### config.mk
export PLATFORM = sky130hd
export DESIGN_NAME = dual_retire_wb
export DESIGN_NICKNAME = d
export VERILOG_FILES = /design/src/rtl/wb_pkg.sv /design/src/rtl/wb_age_order.sv /design/src/rtl/wb_load_hold.sv /design/src/rtl/wb_rf_port.sv /design/src/rtl/dual_retire_wb.sv
export SDC_FILE = /design/constraint.sdc
export NUM_CORES = 1
export LEC_CHECK = 0
export ABC_AREA = 1
export BUFFER_PORTS_ARGS = -buffer_cell sky130_fd_sc_hd__buf_2
export CELL_PAD_IN_SITES_DETAIL_PLACEMENT = 0
export CELL_PAD_IN_SITES_GLOBAL_PLACEMENT = 1
export CORE_MARGIN = 5
export CORE_UTILIZATION = 32
export CTS_CLUSTER_DIAMETER = 60
export DETAILED_ROUTE_END_ITERATION = 10
export PLACE_DENSITY_LB_ADDON = 0.15
export RECOVER_POWER = 50
export SLEW_MARGIN = 30
export SYNTH_ARGS = -nofsm -noshare
export SYNTH_HDL_FRONTEND = slang
export SYNTH_SLANG_ARGS = --single-unit
### constraint.sdc
create_clock -name clk -period 2.2 [get_ports clk]
set_clock_uncertainty 0.05 [all_clocks]
set_input_delay 0.33 -clock clk [delete_from_list [all_inputs] [get_ports clk]]
set_output_delay 0.33 -clock clk [all_outputs]
set_load 0.005 [all_outputs]
### src/rtl/wb_pkg.sv
package wb_pkg;
   typedef enum logic [1:0] {
      KIND_ALU  = 2'd0,
      KIND_LOAD = 2'd1,
      KIND_NOP  = 2'd2,
      KIND_JUMP = 2'd3
   } res_kind_e;

   function automatic logic kind_writes(input res_kind_e k);
      return (k == KIND_ALU) || (k == KIND_LOAD);
   endfunction
endpackage

### src/rtl/wb_age_order.sv
module wb_age_order #(
   parameter int TAG_W = 4
) (
   input  logic [TAG_W-1:0] a_tag,
   input  logic [TAG_W-1:0] b_tag,
   output logic             a_first
);
   if (TAG_W < 2) begin : g_bad_tag
      $error("wb_age_order: TAG_W must be at least 2");
   end

   logic [TAG_W-1:0] diff;

   always_comb begin
      diff    = a_tag - b_tag;
      a_first = diff[TAG_W-1] || (diff == '0);
   end
endmodule

### src/rtl/wb_load_hold.sv
module wb_load_hold #(
   parameter int DATA_W = 32
) (
   input  logic              clk,
   input  logic              rst_n,
   input  logic              load_wait,
   input  logic              load_fire,
   input  logic [DATA_W-1:0] mem_rdata,
   output logic [DATA_W-1:0] load_data,
   output logic              held_v
);
   if (DATA_W < 1) begin : g_bad_data
      $error("wb_load_hold: DATA_W must be positive");
   end

   logic [DATA_W-1:0] held_q;

   always_ff @(posedge clk) begin
      if (!rst_n) begin
         held_v <= 1'b0;
         held_q <= '0;
      end else if (load_fire) begin
         held_v <= 1'b0;
      end else if (load_wait && !held_v) begin
         held_v <= 1'b1;
         held_q <= mem_rdata;
      end
   end

   always_comb load_data = held_v ? held_q : mem_rdata;


   held_stable_chk: assert property (@(posedge clk) disable iff (!rst_n)
      held_v && $past(held_v) |-> $stable(held_q));

   held_clear_chk: assert property (@(posedge clk) disable iff (!rst_n)
      load_fire |=> !held_v);

   held_set_chk: assert property (@(posedge clk) disable iff (!rst_n)
      load_wait && !load_fire |=> held_v);
endmodule

### src/rtl/wb_rf_port.sv
module wb_rf_port #(
   parameter int ADDR_W  = 5,
   parameter int DATA_W  = 32,
   parameter bit REG_OUT = 1'b1
) (
   input  logic              clk,
   input  logic              rst_n,
   input  logic              we_d,
   input  logic [ADDR_W-1:0] addr_d,
   input  logic [DATA_W-1:0] data_d,
   output logic              rf_we,
   output logic [ADDR_W-1:0] rf_addr,
   output logic [DATA_W-1:0] rf_wdata
);
   if (ADDR_W < 1) begin : g_bad_addr
      $error("wb_rf_port: ADDR_W must be positive");
   end

   if (REG_OUT) begin : g_reg
      always_ff @(posedge clk) begin
         if (!rst_n) begin
            rf_we    <= 1'b0;
            rf_addr  <= '0;
            rf_wdata <= '0;
         end else begin
            rf_we    <= we_d;
            rf_addr  <= addr_d;
            rf_wdata <= data_d;
         end
      end
   end else begin : g_comb
      always_comb begin
         rf_we    = we_d;
         rf_addr  = addr_d;
         rf_wdata = data_d;
      end
   end


   no_r0_write_chk: assert property (@(posedge clk) disable iff (!rst_n)
      rf_we |-> rf_addr != '0);
endmodule

### src/rtl/dual_retire_wb.sv
module dual_retire_wb
   import wb_pkg::*;
#(
   parameter int ADDR_W  = 5,
   parameter int DATA_W  = 32,
   parameter int TAG_W   = 4,
   parameter bit REG_OUT = 1'b1
) (
   input  logic              clk,
   input  logic              rst_n,
   input  logic              int_valid,
   output logic              int_ready,
   input  logic [1:0]        int_kind,
   input  logic [ADDR_W-1:0] int_dest,
   input  logic [DATA_W-1:0] int_value,
   input  logic [TAG_W-1:0]  int_tag,
   input  logic              fp_valid,
   output logic              fp_ready,
   input  logic              fp_nop,
   input  logic [ADDR_W-1:0] fp_dest,
   input  logic [DATA_W-1:0] fp_value,
   input  logic [TAG_W-1:0]  fp_tag,
   input  logic [DATA_W-1:0] mem_rdata,
   output logic              rf_we,
   output logic [ADDR_W-1:0] rf_addr,
   output logic [DATA_W-1:0] rf_wdata
);
   localparam logic [ADDR_W-1:0] REG_ZERO = '0;

   res_kind_e         ikind;
   logic              int_first;
   logic              int_fire, fp_fire;
   logic              is_load, load_wait, load_fire, held_v;
   logic [DATA_W-1:0] load_data;
   logic              we_d;
   logic [ADDR_W-1:0] addr_d;
   logic [DATA_W-1:0] data_d;

   always_comb ikind = res_kind_e'(int_kind);

   wb_age_order #(.TAG_W(TAG_W)) u_age (
      .a_tag  (int_tag),
      .b_tag  (fp_tag),
      .a_first(int_first)
   );

   always_comb begin
      int_ready = !fp_valid || int_first;
      fp_ready  = !int_valid || !int_first;
      int_fire  = int_valid && int_ready;
      fp_fire   = fp_valid && fp_ready;
      is_load   = ikind == KIND_LOAD;
      load_wait = int_valid && is_load && !int_ready;
      load_fire = int_fire && is_load;
   end

   wb_load_hold #(.DATA_W(DATA_W)) u_hold (
      .clk      (clk),
      .rst_n    (rst_n),
      .load_wait(load_wait),
      .load_fire(load_fire),
      .mem_rdata(mem_rdata),
      .load_data(load_data),
      .held_v   (held_v)
   );

   always_comb begin
      we_d   = 1'b0;
      addr_d = '0;
      data_d = '0;
      if (int_fire) begin
         we_d   = kind_writes(ikind) && (int_dest != REG_ZERO);
         addr_d = int_dest;
         data_d = is_load ? load_data : int_value;
      end else if (fp_fire) begin
         we_d   = !fp_nop && (fp_dest != REG_ZERO);
         addr_d = fp_dest;
         data_d = fp_value;
      end
   end

   wb_rf_port #(.ADDR_W(ADDR_W), .DATA_W(DATA_W), .REG_OUT(REG_OUT)) u_port (
      .clk     (clk),
      .rst_n   (rst_n),
      .we_d    (we_d),
      .addr_d  (addr_d),
      .data_d  (data_d),
      .rf_we   (rf_we),
      .rf_addr (rf_addr),
      .rf_wdata(rf_wdata)
   );


   one_grant_chk: assert property (@(posedge clk) disable iff (!rst_n)
      int_valid && fp_valid |-> $countones({int_ready, fp_ready}) == 1);

   lone_int_chk: assert property (@(posedge clk) disable iff (!rst_n)
      int_valid && !fp_valid |-> int_ready);

   lone_fp_chk: assert property (@(posedge clk) disable iff (!rst_n)
      fp_valid && !int_valid |-> fp_ready);

   single_fire_chk: assert property (@(posedge clk) disable iff (!rst_n)
      $onehot0({int_fire, fp_fire}));

   held_only_load_chk: assert property (@(posedge clk) disable iff (!rst_n)
      held_v |-> int_valid && is_load);
endmodule

==> results of run 1 <==
==> Yosys cell counts, types with 2 or more instances <==
| library cell | n |
|---|---|
| a21o_1 | 2 |
| inv_2 | 3 |
| a21oi_1 | 28 |
| buf_2 | 13 |
| inv_1 | 41 |
| nand3_2 | 10 |
| nor2_1 | 100 |
| o21ai_1 | 26 |
| nand2_1 | 79 |
| buf_6 | 2 |
| nor3_1 | 2 |
| a21oi_2 | 11 |
| ha_1 | 3 |
| o21ai_0 | 70 |
| nand3_1 | 71 |
| dfxtp_1 | 71 |
| clkbuf_1 | 29 |
==> worst max path at each step <==
stage          startpoint                        endpoint  slack [ns]  cells past startpoint
2_1_floorplan  int_tag[0]  u_port.rf_wdata[12]$_SDFF_PN0_        0.24                     13
3_3_place_gp   int_tag[0]  u_hold.held_q[14]$_SDFFE_PN0P_        0.09                     13
3_5_place_dp   int_tag[0]  u_port.rf_wdata[23]$_SDFF_PN0_       0.009                     13
4_1_cts        int_tag[0]                        fp_ready        0.06                     11
5_1_grt        int_tag[0]                       int_ready        0.02                     10
6_report       int_tag[0]                       int_ready        0.09                     10
==> power by group through the flow <==
stage / sequential (mW) / combinational (mW) / clock [mW]
final: 1.38 / 0.650 / 1.37
after global routing: 1.38 / 0.733 / 1.47
after CTS: 1.38 / 0.661 / 1.41
after detailed placement: 1.40 / 0.656 / 0
after global placement: 1.40 / 0.653 / 0
after floorplan: 1.41 / 0.339 / 0
==> cell families (layout without fill, tap and decap cells) <==
group                      after synthesis  in the layout
AOI/OAI and AO/OA                      139            139
adders and majority gates                4              4
buffers and inverters                   90            241
DFF                                     71             71
and+or+nand+nor                        265            265
==> state kept, by name, indices dropped and copies added (netlist names) <==
signal / count
u_port.rf_we: 1
u_hold.held_v: 1
u_port.rf_wdata: 32
u_port.rf_addr: 5
u_hold.held_q: 32
==> layer usage <==
metal	global-route usage (%)	part of all wire, %	up-vias
li1	-	-	2150
met1	23.6	46	1876
met2	29.9	47	135
met3	5.25	6.7	8
met4	5.03	0.70	0
met5	0	0	-
==> tightest hold or removal path, delay by kind of cell <==
family,cells,cell delay (ns)
and+or+nand+nor,2,0.12
buffers and inverters,1,0.08
==> stage by stage <==
step | area, sq um | hold slack (ns) | utilization (%)
after floorplan | 3770 | 0.415 | -
after global placement | 4770 | 0.448 | 41.6
after detailed placement | 4770 | 0.451 | 41.6
after CTS | 5050 | 0.163 | 44.0
after global routing | 5010 | 0.173 | 43.7
final | 5010 | 0.176 | 43.7
==> what timing repair did <==
action / 4_1_cts / 5_1_grt
endpoints found under the setup margin: 0 / 1
hold buffers: 0 / 0
endpoints found under the hold margin: 0 / 0
buffers inserted: 0 / 2
==> cell type report <==
type	instances	share of cell area, %
clock buffers	13	5.20
clock inverters	3	0.350
inverters	45	3.37
multi-input cells	408	39.7
flip-flops and latches	71	28.4
well taps	143	3.57
repair buffers	180	19.4
==> results.sh, run 1 <==
export IMPL_status="finished, final reports clean"
export IMPL_ys_warn_count=0
export IMPL_wl_mm=12.8
export IMPL_final_cells=863
export IMPL_dpl_hpwl_mm=8.98
export IMPL_drive_gt1_share_pct=28.1
export IMPL_antenna_found_initial=0
export IMPL_clk_pin_slew_ns=0.06
export IMPL_max_slew_margin_pct=57.8
export IMPL_synth_ff_type="dfxtp_1"
export IMPL_die_area_sq_um=14100
export IMPL_power_density_nw_per_um2=678
export IMPL_dr_pass1_iters=4
export IMPL_reg2reg_depth=7
export IMPL_synth_cell_area_sq_um=3770
export IMPL_syn_inst=569
export IMPL_diodes=0
export IMPL_synth_cell_type_count=25
export IMPL_cap_violations=0
export IMPL_rows=39
export IMPL_cts_root_to_sink_buffers=2
export IMPL_comb_power_share_pct=19.1
export IMPL_cts_tree="built"
export IMPL_clock_sinks=71
export IMPL_worstHoldEndpoint="u_hold.held_q[20]$_SDFFE_PN0P_"
export IMPL_die_w_um=119
export IMPL_core_area_sq_um=11500
export IMPL_synth_area_top_cells="dfxtp_1, nor2_1, nand3_1"
export IMPL_finalCriticalPeriod_ns=2.11
export IMPL_ys_seq_area_share_pct=37.7
export IMPL_rsz0062_at_grt="false"
export IMPL_grt_max_degree=40
export IMPL_crit_type="in -> out"
export IMPL_vias_per_cell=4.83
export IMPL_drtIter0Drc=266
export IMPL_cpMaxStageDelayCell="fa_1"
export IMPL_syn_area_per_cell_sq_um=6.63
export IMPL_ff2ff_setup_slack_ns=0.68
export IMPL_peakVddDrop_v=0.000371
export IMPL_root_buffer="clkbuf_16"
export IMPL_place_inst=845
export IMPL_drt_wirelength_per_cell_um=14.8
export IMPL_total_power_mw=3.40
export IMPL_arrival_ns=1.73
export IMPL_layout_commonest_cell="buf_2"
export IMPL_grt_pass1_wl_mm=21.4
export IMPL_async_flop_share_pct=0
export IMPL_cellLeakagePower_nw=2.49
export IMPL_synth_fp_nets=694
export IMPL_slew_violations=0
export IMPL_grt_usage_pct=18.3
export IMPL_multi_input_area_sq_um=1990
export IMPL_synth_top_family_by_area="simple AND/OR/NAND/NOR gates"
export IMPL_p_clk_share_pct=40.3
export IMPL_synth_top_area_share_pct=37.7
export IMPL_synth_edf_count=0
export IMPL_numCtsBuffers=9
export IMPL_fin_crit_sh_pct=95.9
export IMPL_synth_simple_area_share_pct=31.2
export IMPL_fillers=1223
export IMPL_seq_area_sq_um=1420
export IMPL_finalNetCount=840
export IMPL_required_ns=1.82
export IMPL_synthAdderAreaFrac_pct=1.53
export IMPL_finalSetupViolations=0
export IMPL_hold_depth=3
export IMPL_area_growth_pct=32.7
export IMPL_synth_compound_area_share_pct=19.8
export IMPL_place_ws_ns=0.00946
export IMPL_critical_path_top_delay_family="adder cells"
export IMPL_layout_common_cells="buf_2, nor2_1, nand2_1"
export IMPL_hold_path_class="in -> reg"
export IMPL_crit_chain="buf_2 > inv_1 > ha_1 > inv_1 > fa_1 > nand2_1 > inv_2 > o21ai_2 > nand3_2 > buf_2"
export IMPL_io_buffers=160
export IMPL_synthMuxAreaShare_pct=0
export IMPL_post_route_worst_setup_slack_ns=0.0895
export IMPL_synth_xor_area_share_pct=0
export IMPL_ys_seq_elements=71
export IMPL_grt_overflow_total=0
export IMPL_place_congestion=0.740
export IMPL_fin_tns_setup_ns=0
export IMPL_synth_top_area_cell="dfxtp_1"
export IMPL_cts_repair_resized=0
export IMPL_seqPwrFrac_pct=40.6
export IMPL_internal_power_mw=2.45
export IMPL_netSwitchingPower_uw=943
export IMPL_crit_path_start_kind="primary input"
export IMPL_htree_levels=3
export IMPL_first_global_vias=4352
export IMPL_drcViolationCount=0
export IMPL_initial_core_util_pct=32.9
export IMPL_dr_total_vias=4169
export IMPL_fmax_mhz=474
export IMPL_ant_nets=0
export IMPL_tightest_slew_ns=0.632
export IMPL_finalHoldViolations=0
export IMPL_max_stage_delay_ns=0.38
export IMPL_cp_end_kind="output pin"
export IMPL_min_from="mem_rdata[20]"
export IMPL_critPathMaxFanout=3
export IMPL_die_y_um=119
export IMPL_r2r_end="u_hold.held_q[29]$_SDFFE_PN0P_"
export IMPL_netSwitchingFraction_pct=27.8
export IMPL_clk_latency_ns=0.33
export IMPL_rr_startpoint="u_hold.held_v$_SDFFE_PP0P_"
export IMPL_pin_count=161
export IMPL_critPathBufInv=5
(Power assumes the default switching activity.)
==> run 2, diff against run 1 <==
CELL_PAD_IN_SITES_DETAIL_PLACEMENT = 1   (was 0)
==> results.sh, run 2 (synthesized netlist as in run 1, its figures left out) <==
export IMPL_cap_violations=0
export IMPL_htree_levels=3
export IMPL_slew_violations=0
export IMPL_dr_total_vias=4273
export IMPL_arrival_ns=1.69
export IMPL_clock_sinks=71
export IMPL_first_global_vias=4627
export IMPL_dpl_hpwl_mm=9.95
export IMPL_drive_gt1_share_pct=27.6
export IMPL_power_density_nw_per_um2=671
export IMPL_hold_path_class="in -> reg"
export IMPL_die_w_um=119
export IMPL_ant_nets=0
export IMPL_area_growth_pct=31.8
export IMPL_critPathMaxFanout=3
export IMPL_hold_depth=3
export IMPL_cp_end_kind="output pin"
export IMPL_rsz0062_at_grt="false"
export IMPL_vias_per_cell=4.97
export IMPL_layout_commonest_cell="buf_2"
export IMPL_final_cells=860
export IMPL_clk_latency_ns=0.33
export IMPL_grt_use_met1_pct=24.2
export IMPL_crit_type="in -> out"
export IMPL_finalNetCount=840
export IMPL_drtIter0Drc=181
export IMPL_pin_count=161
export IMPL_die_y_um=119
export IMPL_antenna_found_initial=0
export IMPL_drt_wirelength_per_cell_um=16.0
export IMPL_fin_tns_setup_ns=0
export IMPL_diodes=0
export IMPL_required_ns=1.82
export IMPL_initial_core_util_pct=32.9
export IMPL_ctsHoldBuffers=0
export IMPL_fillers=1534
export IMPL_place_area_sq_um=4770
export IMPL_met2_usage_pct=34.5
export IMPL_cts_tree="built"
export IMPL_place_congestion=0.740
export IMPL_dr_pass1_iters=6
export IMPL_grt_pass1_wl_mm=22.9
export IMPL_peakVddDrop_v=0.000354
export IMPL_grt_max_degree=40
export IMPL_final_cell_area_sq_um=4970
export IMPL_fmax_mhz=484
export IMPL_core_area_sq_um=11500
export IMPL_finalHoldViolations=0
export IMPL_cts_root_to_sink_buffers=2
export IMPL_wl_mm=13.8
export IMPL_crit_path_start_kind="primary input"
export IMPL_grt_usage_pct=19.8
export IMPL_place_inst=845
export IMPL_busiest_layer="met2"
export IMPL_largestRegisters="u_hold.held_q x32, u_port.rf_wdata x32, u_port.rf_addr x5"
export IMPL_io_buffers=160
export IMPL_max_slew_margin_pct=55.1
export IMPL_numCtsBuffers=9
export IMPL_finalCriticalPeriod_ns=2.07
export IMPL_clk_pin_slew_ns=0.06
export IMPL_layout_common_cells="buf_2, nor2_1, nand2_1"
export IMPL_root_buffer="clkbuf_16"
export IMPL_drcViolationCount=0
export IMPL_rows=39
export IMPL_grt_use_met3_pct=4.35
export IMPL_reg2reg_depth=5
export IMPL_cellLeakagePower_nw=2.46
export IMPL_tightest_slew_ns=0.672
export IMPL_die_area_sq_um=14100
export IMPL_finalSetupViolations=0
export IMPL_ff2ff_setup_slack_ns=0.65
export IMPL_status="finished, final reports clean"
export IMPL_fin_crit_sh_pct=94.0
export IMPL_grt_overflow_total=0
==> run 2: where the power goes <==
group	internal (mW)	leakage [nW]	switching (mW)	total (mW)
combinational	0.267	1.76	0.385	0.652
clock	0.775	0.121	0.528	1.30
sequential	1.36	0.581	0.0217	1.38
==> run 2: stage by stage <==
step	util [%]	hold slack, ns	total power, mW	worst slack (ns)
CTS	43.8	0.174	3.39	0.0731
finish	43.3	0.180	3.33	0.133
global placement	41.6	0.448	2.06	0.0880
global route	43.3	0.197	3.51	0.00713
detailed placement	41.6	0.457	2.07	0.0101
floorplan	-	0.415	1.75	0.238
==> run 2: metal layers <==
metal	part of all wire [%]	wire length, um
met5	0	0
met4	1.6	226
met3	5.4	748
met2	48	6590
met1	45	6190
==> run 2: area by class of cell <==
type	instances	area (sq um)	area share, %
Inverter	45	169	3.40
Clock buffer	12	246	4.96
Tap cell	143	179	3.60
Sequential cell	71	1420	28.6
Timing Repair Buffer	180	945	19.0
Multi-Input combinational cell	408	2000	40.3
Clock inverter	1	7.51	0.151
==> run 2: critical path, cell delays in order <==
cell     delay (ns)
buf_2          0.07
inv_1          0.03
ha_1           0.18
inv_1          0.08
fa_1           0.44
nor2_2         0.16
o21ai_4        0.09
nand3_2        0.09
nand2_2        0.07
buf_2          0.13
==> run 2: what timing repair did <==
| action | in CTS | in global routing |
|---|---|---|
| setup buffers | 0 | 2 |
| setup endpoints to repair | 0 | 2 |
| gates resized for setup | 0 | 4 |
==> run 2: path summary, 6_finish.rpt <==
kind | from | end
max reg2reg | u_hold.held_v$_SDFFE_PP0P_ | u_port.rf_wdata[16]$_SDFF_PN0_
max | int_tag[0] | fp_ready
min | mem_rdata[23] | u_hold.held_q[23]$_SDFFE_PN0P_
min reg2reg | u_hold.held_q[24]$_SDFFE_PN0P_ | u_hold.held_q[24]$_SDFFE_PN0P_
==> run 3, diff against run 2 <==
RECOVER_POWER = not set   (was 50)
==> results.sh, run 3 (synthesized netlist as in run 1, its figures left out) <==
export IMPL_p_clk_share_pct=38.8
export IMPL_critPathMaxFanout=3
export IMPL_first_global_vias=4627
export IMPL_diodes=0
export IMPL_crit_type="in -> out"
export IMPL_layout_commonest_cell="buf_2"
export IMPL_finalCriticalPeriod_ns=2.07
export IMPL_clk_pin_slew_ns=0.06
export IMPL_reg2reg_depth=5
export IMPL_final_cell_area_sq_um=5060
export IMPL_die_area_sq_um=14100
export IMPL_hold_path_class="in -> reg"
export IMPL_drtIter0Drc=174
export IMPL_fin_crit_sh_pct=94.0
export IMPL_cellLeakagePower_nw=2.57
export IMPL_die_y_um=119
export IMPL_rows=39
export IMPL_clock_sinks=71
export IMPL_numCtsBuffers=9
export IMPL_power_density_nw_per_um2=664
export IMPL_area_growth_pct=34.2
export IMPL_dr_pass1_iters=6
export IMPL_cts_root_to_sink_buffers=2
export IMPL_holdWs_ns=0.181
export IMPL_cp_end_kind="output pin"
export IMPL_required_ns=1.82
export IMPL_clk_latency_ns=0.33
export IMPL_internal_power_mw=2.42
export IMPL_place_congestion=0.740
export IMPL_seqPwrFrac_pct=41.0
export IMPL_grt_usage_pct=19.8
export IMPL_peakVddDrop_v=0.000354
export IMPL_wl_mm=13.7
export IMPL_tightest_slew_ns=0.672
export IMPL_comb_power_share_pct=20.2
export IMPL_cts_tree="built"
export IMPL_cpMaxStageDelayCell="fa_1"
export IMPL_largestRegisters="u_hold.held_q x32, u_port.rf_wdata x32, u_port.rf_addr x5"
export IMPL_layout_common_cells="buf_2, nor2_1, nand2_1"
export IMPL_grt_pass1_wl_mm=22.9
export IMPL_finalHoldViolations=0
export IMPL_initial_core_util_pct=32.9
export IMPL_max_slew_margin_pct=55.1
export IMPL_place_area_sq_um=4770
export IMPL_grt_max_degree=40
export IMPL_die_w_um=119
export IMPL_fin_tns_setup_ns=0
export IMPL_drt_wirelength_per_cell_um=16.0
export IMPL_finalSetupViolations=0
export IMPL_netSwitchingFraction_pct=27.9
export IMPL_drive_gt1_share_pct=31.1
export IMPL_vias_per_cell=4.97
export IMPL_cap_violations=0
export IMPL_grt_overflow_total=0
export IMPL_max_stage_delay_ns=0.44
export IMPL_dpl_hpwl_mm=9.95
export IMPL_antenna_found_initial=0
export IMPL_crit_chain="buf_2 > inv_1 > ha_1 > inv_1 > fa_1 > nor2_2 > o21ai_4 > nand3_2 > nand2_2 > buf_2"
export IMPL_hold_depth=3
export IMPL_io_buffers=160
export IMPL_fmax_mhz=484
export IMPL_cp_depth=10
export IMPL_pin_count=161
export IMPL_htree_levels=3
export IMPL_critical_path_top_delay_family="adder cells"
export IMPL_finalNetCount=840
export IMPL_slew_violations=0
export IMPL_ant_nets=0
export IMPL_critPathBufInv=4
export IMPL_root_buffer="clkbuf_16"
export IMPL_dr_total_vias=4270
export IMPL_netSwitchingPower_uw=937
export IMPL_drcViolationCount=0
export IMPL_crit_path_start_kind="primary input"
export IMPL_status="finished, final reports clean"
export IMPL_rsz0062_at_grt="false"
export IMPL_core_area_sq_um=11500
export IMPL_arrival_ns=1.69
## run 3: cell types whose count changed in the layout (fill, tap and decap cells not counted), sizes merged
cell,before,now
buf,156,180
clkbuf,36,12
## run 3: worst register-to-register path, cell delays in order (launching register included)
cell     delay (ns)
dfxtp_1        0.32
inv_2          0.50
nor2_1         0.14
o21ai_0        0.21
nand3_1        0.11
a21oi_2        0.17
## run 3: worst paths after layout
| check | from | to | slack (ns) |
|---|---|---|---|
| hold reg to reg | u_hold.held_q[24]$_SDFFE_PN0P_ | u_hold.held_q[24]$_SDFFE_PN0P_ | 0.46 |
| hold / removal | mem_rdata[23] | u_hold.held_q[23]$_SDFFE_PN0P_ | 0.18 |
| setup reg to reg | u_hold.held_v$_SDFFE_PP0P_ | u_port.rf_wdata[16]$_SDFF_PN0_ | 0.64 |
| setup / recovery | int_tag[0] | fp_ready | 0.13 |
## run 3: area by class of cell
cell class | instances | area (sq um)
Fill cell | 1522 | 6410
Clock inverter | 1 | 7.51
Timing Repair Buffer | 180 | 1030
Sequential cell | 71 | 1420
Tap cell | 143 | 179
Multi-Input combinational cell | 408 | 2010
Inverter | 45 | 169
Clock buffer | 12 | 246
## run 3: metal layers
metal	GRT usage [%]	routed length, um
met3	4.35	742
met5	0	0
met4	6.09	255
met2	34.5	6540
met1	24.2	6200
## run 3: repair_timing
item / 4_1_cts / 5_1_grt
setup endpoints to repair: 0 / 2
resized for setup: 0 / 4
hold buffers: 0 / 0
setup buffers: 0 / 2
## run 3: metrics by stage
step	instances	power, mW	setup slack, ns	utilization [%]
global route	860	3.54	0.00790	44.1
finish	860	3.36	0.133	44.1
floorplan	569	1.75	0.238	-
CTS	858	3.39	0.0731	43.8
detailed placement	845	2.07	0.0101	41.6
global placement	845	2.06	0.0880	41.6
## run 3: power groups by stage
stage | clock network, mW | logic [mW] | registers (mW)
6_report | 1.30 | 0.678 | 1.38
5_1_grt | 1.39 | 0.762 | 1.38
4_1_cts | 1.34 | 0.670 | 1.38
3_5_place_dp | 0 | 0.665 | 1.41
3_3_place_gp | 0 | 0.653 | 1.40
2_1_floorplan | 0 | 0.339 | 1.41
